### src/rtl/led_stat_pkg.sv
package led_stat_pkg;

  localparam int UTIL_STEPS = 5;

  // Threshold fraction numerator/denominator per utilization step.
  function automatic int unsigned util_num(int idx);
    case (idx)
      4:       return 3;
      default: return 1;
    endcase
  endfunction

  function automatic int unsigned util_den(int idx);
    case (idx)
      0:       return 100;
      1:       return 8;
      2:       return 4;
      3:       return 2;
      default: return 5;
    endcase
  endfunction

  typedef enum logic [2:0] {
    PS_NOSIG,
    PS_NOLOCK,
    PS_FAULT,
    PS_BADRX,
    PS_RXPKT,
    PS_IDLE
  } port_state_e;

endpackage

### src/rtl/led_hold_timer.sv
module led_hold_timer #(
  parameter int HOLD_CYC = 2_000_000
) (
  input  logic clk,
  input  logic rst_n,
  output logic tick,
  output logic phase
);
  localparam int CW = (HOLD_CYC > 1) ? $clog2(HOLD_CYC) : 1;

  logic [CW-1:0] cnt_q, cnt_d;
  logic          phase_q, phase_d;

  assign tick  = (cnt_q == CW'(HOLD_CYC - 1));
  assign phase = phase_q;

  always_comb begin
    cnt_d   = tick ? '0 : cnt_q + 1'b1;
    phase_d = tick ? ~phase_q : phase_q;
  end

  always_ff @(posedge clk or negedge rst_n) begin
    if (!rst_n) begin
      cnt_q   <= '0;
      phase_q <= 1'b0;
    end else begin
      cnt_q   <= cnt_d;
      phase_q <= phase_d;
    end
  end
endmodule

### src/rtl/led_port_lamp.sv
module led_port_lamp
  import led_stat_pkg::*;
(
  input  logic clk,
  input  logic rst_n,
  input  logic tick,
  input  logic phase,
  input  logic sig_det,
  input  logic idle_lock,
  input  logic port_fault,
  input  logic rx_pkt,
  input  logic rx_err,
  output logic act_led_n,
  output logic err_led_n
);
  logic        pkt_seen_q, pkt_seen_d;
  logic        err_seen_q, err_seen_d;
  logic        act_q, act_d;
  logic        erl_q, erl_d;
  logic        pkt_any, err_any;
  logic        act_on, err_on;
  port_state_e st;

  always_comb begin
    pkt_any    = pkt_seen_q | rx_pkt;
    err_any    = err_seen_q | rx_err;
    pkt_seen_d = tick ? 1'b0 : pkt_any;
    err_seen_d = tick ? 1'b0 : err_any;

    if (!sig_det)        st = PS_NOSIG;
    else if (!idle_lock) st = PS_NOLOCK;
    else if (port_fault) st = PS_FAULT;
    else if (err_any)    st = PS_BADRX;
    else if (pkt_any)    st = PS_RXPKT;
    else                 st = PS_IDLE;

    case (st)
      PS_NOLOCK: begin act_on = 1'b0;   err_on = phase;  end
      PS_FAULT:  begin act_on = 1'b1;   err_on = 1'b1;   end
      PS_BADRX:  begin act_on = ~phase; err_on = phase;  end
      PS_RXPKT:  begin act_on = ~phase; err_on = 1'b0;   end
      PS_IDLE:   begin act_on = 1'b1;   err_on = 1'b0;   end
      default:   begin act_on = 1'b0;   err_on = 1'b0;   end
    endcase

    act_d = tick ? ~act_on : act_q;
    erl_d = tick ? ~err_on : erl_q;
  end

  always_ff @(posedge clk or negedge rst_n) begin
    if (!rst_n) begin
      pkt_seen_q <= 1'b0;
      err_seen_q <= 1'b0;
      act_q      <= 1'b1;
      erl_q      <= 1'b1;
    end else begin
      pkt_seen_q <= pkt_seen_d;
      err_seen_q <= err_seen_d;
      act_q      <= act_d;
      erl_q      <= erl_d;
    end
  end

  assign act_led_n = act_q;
  assign err_led_n = erl_q;
endmodule

### src/rtl/led_util_meter.sv
module led_util_meter
  import led_stat_pkg::*;
#(
  parameter int WIN_LOG2 = 20
) (
  input  logic                  clk,
  input  logic                  rst_n,
  input  logic                  active,
  output logic [UTIL_STEPS-1:0] util_lvl
);
  localparam int CW = WIN_LOG2 + 1;

  logic [WIN_LOG2-1:0]   win_q, win_d;
  logic [CW-1:0]         acc_q, acc_d;
  logic [CW-1:0]         total;
  logic                  last;
  logic [UTIL_STEPS-1:0] lvl_d;
  logic [UTIL_STEPS-1:0] lvl_q, lvl_nx;

  assign last  = &win_q;
  assign total = acc_q + CW'(active);

  for (genvar g = 0; g < UTIL_STEPS; g++) begin : g_thr
    localparam longint unsigned RHS = (64'd1 << WIN_LOG2) * 64'(util_num(g));
    localparam longint unsigned DEN = 64'(util_den(g));
    assign lvl_d[g] = (64'(total) * DEN) > RHS;
  end

  always_comb begin
    win_d  = win_q + 1'b1;
    acc_d  = last ? '0 : total;
    lvl_nx = last ? lvl_d : lvl_q;
  end

  always_ff @(posedge clk or negedge rst_n) begin
    if (!rst_n) begin
      win_q <= '0;
      acc_q <= '0;
      lvl_q <= '0;
    end else begin
      win_q <= win_d;
      acc_q <= acc_d;
      lvl_q <= lvl_nx;
    end
  end

  assign util_lvl = lvl_q;
endmodule

### src/rtl/led_status_ctrl.sv
module led_status_ctrl
  import led_stat_pkg::*;
#(
  parameter int NPORTS   = 4,
  parameter int HOLD_CYC = 2_000_000,
  parameter int WIN_LOG2 = 20
) (
  input  logic              clk,
  input  logic              rst_n,
  input  logic [NPORTS-1:0] sig_det,
  input  logic [NPORTS-1:0] idle_lock,
  input  logic [NPORTS-1:0] port_fault,
  input  logic [NPORTS-1:0] rx_pkt,
  input  logic [NPORTS-1:0] rx_err,
  input  logic              rep_active,
  input  logic              col_local,
  input  logic              col_stack,
  output logic [NPORTS-1:0] act_led_n,
  output logic [NPORTS-1:0] err_led_n,
  output logic              col_led_n,
  output logic [4:0]        util_led_n
);
  logic                  tick, phase;
  logic [UTIL_STEPS-1:0] util_lvl;
  logic                  col_seen_q, col_seen_d, col_any;
  logic                  col_q, col_d;
  logic [4:0]            util_q, util_d;

  led_hold_timer #(.HOLD_CYC(HOLD_CYC)) u_timer (
    .clk(clk), .rst_n(rst_n), .tick(tick), .phase(phase)
  );

  for (genvar p = 0; p < NPORTS; p++) begin : g_port
    led_port_lamp u_lamp (
      .clk(clk), .rst_n(rst_n), .tick(tick), .phase(phase),
      .sig_det(sig_det[p]), .idle_lock(idle_lock[p]),
      .port_fault(port_fault[p]), .rx_pkt(rx_pkt[p]), .rx_err(rx_err[p]),
      .act_led_n(act_led_n[p]), .err_led_n(err_led_n[p])
    );
  end

  led_util_meter #(.WIN_LOG2(WIN_LOG2)) u_util (
    .clk(clk), .rst_n(rst_n), .active(rep_active), .util_lvl(util_lvl)
  );

  always_comb begin
    col_any    = col_seen_q | col_local | col_stack;
    col_seen_d = tick ? 1'b0 : col_any;
    col_d      = tick ? ~col_any : col_q;
    util_d     = tick ? ~util_lvl : util_q;
  end

  always_ff @(posedge clk or negedge rst_n) begin
    if (!rst_n) begin
      col_seen_q <= 1'b0;
      col_q      <= 1'b1;
      util_q     <= '1;
    end else begin
      col_seen_q <= col_seen_d;
      col_q      <= col_d;
      util_q     <= util_d;
    end
  end

  assign col_led_n  = col_q;
  assign util_led_n = util_q;
endmodule

### config.mk
export PLATFORM = sky130hd
export DESIGN_NAME = led_status_ctrl
export DESIGN_NICKNAME = d
export VERILOG_FILES = /design/src/rtl/led_stat_pkg.sv /design/src/rtl/led_hold_timer.sv /design/src/rtl/led_port_lamp.sv /design/src/rtl/led_util_meter.sv /design/src/rtl/led_status_ctrl.sv
export SDC_FILE = /design/constraint.sdc
export NUM_CORES = 1
export LEC_CHECK = 0
export BUFFER_PORTS_ARGS = -buffer_cell sky130_fd_sc_hd__buf_2
export CORE_MARGIN = 4
export CORE_UTILIZATION = 44
export CTS_CLUSTER_DIAMETER = 30
export CTS_CLUSTER_SIZE = 20
export DETAILED_ROUTE_END_ITERATION = 7
export GPL_TIMING_DRIVEN = 1
export PLACE_DENSITY = 0.59
export SYNTH_ARGS = -nofsm -noshare
export SYNTH_HDL_FRONTEND = slang
export SYNTH_SLANG_ARGS = --single-unit
### constraint.sdc
create_clock -name clk -period 8.8 [get_ports clk]
set_clock_uncertainty 0.15 [all_clocks]
set_input_delay 1.32 -clock clk [delete_from_list [all_inputs] [get_ports clk]]
set_output_delay 1.32 -clock clk [all_outputs]
set_load 0.01 [all_outputs]
==> flow_summary.toml <==
[setup_path]
cp.buffers_inverters = 4
critical_path_class = "primary input to flop"
timing.critical_path.cells = "buf_2 -> ha_1 -> nand4_1 -> nor2_1 -> nand2_1 -> xor2_1 -> inv_1 -> ha_1 -> ha_1 -> inv_1 -> fa_1 -> inv_1 -> ha_1 -> a21o_1 -> or3_1 -> o311a_1 -> o211ai_1 -> a21oi_1 -> nor3b_1 -> or4_1 -> a31oi_1"
path_common_cell = "sky130_fd_sc_hd__ha_1"
worst_r2r_startpoint = "u_util.acc_q[0]$_DFF_PN0_"
r2r.worst_path.cells = 20
timing.critical_path.arrival_ps = 6480
max_stage_delay_ps = 490
critPathCaptureType = "flop"
worstReg2RegEnd = "u_util.util_lvl[0]$_DFFE_PN0P_"
crit_path_max_fanout = 7
critical_path.startpoint_type = "primary input"
path_delay_family = "adder cells"
crit_slowest_cell = "sky130_fd_sc_hd__fa_1"
r2r_setup_slack_ps = 3130
cp_data_required_time_ps = 8920

[clock_tree]
cts_tree = "done"
largest_buffer_count_on_any_clock_path = 2
post_cts_resize_count = 0
cts_made_buffers = 9
cts_clk_pin_slew_worst_paths_ps = 70
cts_setup_buffers = 0
worst_skew_pair.late_latency_ps = 350
cts_root_buffer = "sky130_fd_sc_hd__clkbuf_16"
clock_tree.htree_level_count = 3
cts_hold_repair.buffers = 0
cts_sinks = 91

[flow_run]
max_cap_viol_count = 0

[die]
floorplan.die_area_sq_um = 20600
io_pins = 39
design.core.area_sq_um = 18000
die_width_um = 144
fp-row-count = 49
die_height_um = 144
floorplan.initialDensity_pct = 44.9

[sta]
min_period_ps = 6360
timing_max_transition_violations_final = 0
max-slew-margin-rel_pct = 37.7
setup-tns-final_ps = 0
finalSetupViolations = 0
hold_violations = 0
rsz0062_at_grt = "false"
final.setup.worst_slack_ps = 2440
worstMarginPinSlew_ps = 912
min_period_over_period_pct = 72.3
fmaxAchievable_mhz = 157

[routing]
routed_wl_um = 17200
ratio_of_routed_vias_to_standard_cells = 5.40
detail-route-antenna-nets = 0
detail_route.wl_per_cell_um = 14.6
initial_drc_count = 351
num_vias = 6333
post-route-drc-count = 0
length_of_the_first_detailed_routing_pass_in_iterations = 5

[grt]
layer_carrying_the_most_global_route_usage = "met2"
grt_antenna_before_repair = 1
first_global_vias = 6184
grt_max_degree = 64
grt_util_all_layers_pct = 17.4
met1_resource_use_gr_pct = 24.7
grt.met2_usage_pct = 27.9
use_met3_pct = 3.39
grt_pass1_wl_um = 29600
globalRouteOverflowTotal = 0

[power_and_ir_drop]
report.power.total_uw = 1860
power_frac_clock_pct = 21.6
switching_power_uw = 764
pwr-share-comb_pct = 53.8
seq_power_share_pct = 24.6
p_int_uw = 1090
power_density_nw_per_um2 = 212
total_leakage_power_uw = 0.00448
peakVddDrop_mv = 0.290
switching_share_pct = 41.2

[synthesis]
yosys_most_used_dff = "sky130_fd_sc_hd__dfrtp_1"
synth_seq_cells = 91
synth-seq-area-share_pct = 28.4
mapped_nets = 1070
yosysWarningCount = 0
ys_async_sr_fraction_pct = 100
avgSynthCellArea_sq_um = 8.88
synthesis.area_sq_um = 8090
synth.lib_cells_used.distinct = 68
number_of_flops_mapped_to_enable_cells_by_yosys = 0
postSynthCellCount = 911

[placement]
placement.io_buffers = 38
placement_stage_worst_setup_slack_ps = 2110
place_inst = 1156
post-dp-hpwl_um = 13500
gpl.final_weighted_congestion = 0.825

[final_layout]
fillers = 1769
layout.cells.non_filler = 1172
finalNetCount = 1097
antennaDiodeCount = 0
fraction_of_final_layout_cells_sized_beyond_drive_strength_1_pct = 9.44
area_growth_pct = 8.34

[hold_path]
hold-path-endpoint = "util_led_n[3]$_DFFE_PN1N_"
hp-class = "flop to flop"
timing.hold.worst.start = "u_util.util_lvl[3]$_DFFE_PN0P_"
hold-path-cell-count = 1

[status]
run_status = "finished clean"
## synth_stat cells (7+ instances only)
cell	instances	area, sq um
sky130_fd_sc_hd__or3_1	9	56.3
sky130_fd_sc_hd__nand4_1	21	131
sky130_fd_sc_hd__a211oi_1	9	67.6
sky130_fd_sc_hd__nor3_1	15	75.1
sky130_fd_sc_hd__and3_1	12	75.1
sky130_fd_sc_hd__ha_1	118	1480
sky130_fd_sc_hd__and2_1	13	81.3
sky130_fd_sc_hd__a31oi_1	10	62.6
sky130_fd_sc_hd__nor2_1	88	330
sky130_fd_sc_hd__nand2_1	57	214
sky130_fd_sc_hd__xnor2_1	52	455
sky130_fd_sc_hd__a21o_1	12	90.1
sky130_fd_sc_hd__dfstp_2	14	368
sky130_fd_sc_hd__xor2_1	24	210
sky130_fd_sc_hd__buf_4	9	67.6
sky130_fd_sc_hd__nor4_1	7	43.8
sky130_fd_sc_hd__inv_1	113	424
sky130_fd_sc_hd__a21oi_1	30	150
sky130_fd_sc_hd__o21ai_0	31	155
sky130_fd_sc_hd__nand3_1	35	175
sky130_fd_sc_hd__dfrtp_1	77	1930
sky130_fd_sc_hd__clkbuf_1	14	52.6
sky130_fd_sc_hd__fa_1	16	320
sky130_fd_sc_hd__o211ai_1	10	75.1
## flip-flops by register name, indices dropped and copies added, names as in the netlist
register and flops:
u_util.win_q 20, col_seen_q 1, col_led_n 1, g_port.u_lamp.err_seen_q 4, u_timer.cnt_q 21, g_port.u_lamp.err_led_n 4
g_port.u_lamp.pkt_seen_q 4, g_port.u_lamp.act_led_n 4, u_timer.phase 1, u_util.acc_q 21, u_util.util_lvl 5, util_led_n 5
## worst max-delay path by stage
stage	start	to	slack (ps)	cells after the start
floorplan	rep_active	u_util.util_lvl[0]$_DFFE_PN0P_	2650	21
CTS	rep_active	u_util.util_lvl[0]$_DFFE_PN0P_	2480	21
detailed placement	rep_active	u_util.util_lvl[0]$_DFFE_PN0P_	2110	21
global route	rep_active	u_util.util_lvl[0]$_DFFE_PN0P_	2050	21
global placement	rep_active	u_util.util_lvl[0]$_DFFE_PN0P_	2240	21
finish	rep_active	u_util.util_lvl[0]$_DFFE_PN0P_	2440	21
## worst register-to-register path, cell delays in order (launching register included)
cell and delay, ps:
sky130_fd_sc_hd__dfrtp_1 370, sky130_fd_sc_hd__ha_1 300, sky130_fd_sc_hd__nand4_1 220, sky130_fd_sc_hd__nor2_1 370, sky130_fd_sc_hd__nand2_1 120, sky130_fd_sc_hd__xor2_1 360
sky130_fd_sc_hd__inv_1 120, sky130_fd_sc_hd__ha_1 300, sky130_fd_sc_hd__ha_1 280, sky130_fd_sc_hd__inv_1 50, sky130_fd_sc_hd__fa_1 490, sky130_fd_sc_hd__inv_1 40
sky130_fd_sc_hd__ha_1 380, sky130_fd_sc_hd__a21o_1 250, sky130_fd_sc_hd__or3_1 330, sky130_fd_sc_hd__o311a_1 350, sky130_fd_sc_hd__o211ai_1 230, sky130_fd_sc_hd__a21oi_1 150
sky130_fd_sc_hd__nor3b_1 170, sky130_fd_sc_hd__or4_1 400, sky130_fd_sc_hd__a31oi_1 170
## power groups by stage
| stage | registers (uW) | logic, uW | clock network (uW) |
|---|---|---|---|
| 2_1_floorplan | 454 | 783 | 0 |
| 3_3_place_gp | 463 | 1010 | 0 |
| 3_5_place_dp | 464 | 1010 | 0 |
| 4_1_cts | 456 | 1010 | 412 |
| 5_1_grt | 460 | 1160 | 426 |
| 6_report | 457 | 1000 | 400 |
## logic make-up after synthesis
family | after synthesis | synth area share [%]
buffers and inverters | 139 | 6.90
xor gates and xnor gates | 79 | 8.99
AOI/OAI and AO/OA | 167 | 14.2
DFF | 91 | 28.4
muxes | 3 | 0.387
adders and majority gates | 134 | 22.2
and+or+nand+nor | 298 | 18.9
## stage by stage
stage               area [sq um]  utilization [%]  hold WS (ps)
finish                      8760             48.6           275
global route                8760             48.6           313
CTS                         8760             48.6           279
detailed placement          8460             46.9           271
global placement            8460             46.9           266
floorplan                   8090                -           255
## per-layer routing
metal  part of all wire, %  wire length [um]  vias up
met5                     0                 0        -
met4                   1.1               188        0
met3                   4.1               707       15
met2                    44              7560      102
met1                    51              8710     2976
li1                      -                 -     3240
## layout by cell type (no fill, tap or decap), types with 5 or more instances in the layout
cell                          n
sky130_fd_sc_hd__ha_1       118
sky130_fd_sc_hd__inv_1      113
sky130_fd_sc_hd__nor2_1      88
sky130_fd_sc_hd__dfrtp_1     77
sky130_fd_sc_hd__nand2_1     57
sky130_fd_sc_hd__xnor2_1     52
sky130_fd_sc_hd__buf_2       37
sky130_fd_sc_hd__nand3_1     35
sky130_fd_sc_hd__o21ai_0     31
sky130_fd_sc_hd__a21oi_1     30
sky130_fd_sc_hd__xor2_1      24
sky130_fd_sc_hd__nand4_1     21
sky130_fd_sc_hd__fa_1        16
sky130_fd_sc_hd__nor3_1      15
sky130_fd_sc_hd__dfstp_2     14
sky130_fd_sc_hd__and2_1      13
sky130_fd_sc_hd__and3_1      12
sky130_fd_sc_hd__a21o_1      12
sky130_fd_sc_hd__o211ai_1    10
sky130_fd_sc_hd__a31oi_1     10
sky130_fd_sc_hd__or3_1        9
sky130_fd_sc_hd__a211oi_1     9
sky130_fd_sc_hd__clkbuf_16    9
sky130_fd_sc_hd__nor4_1       7
sky130_fd_sc_hd__and4_1       6
sky130_fd_sc_hd__o31ai_1      6
sky130_fd_sc_hd__o21bai_1     6
sky130_fd_sc_hd__o2111ai_1    6
sky130_fd_sc_hd__a22o_1       6
sky130_fd_sc_hd__or2_2        5
## layout make-up
class	instances	area [sq um]	area share (%)
clock buffer	10	229	2.61
timing repair buffer	41	215	2.46
sequential	91	2290	26.2
inverter	114	428	4.88
multi-input combinational	681	5240	59.7
clock inverter	6	73.8	0.842
tap	229	287	3.27
Power figures use the tool's default switching activity.
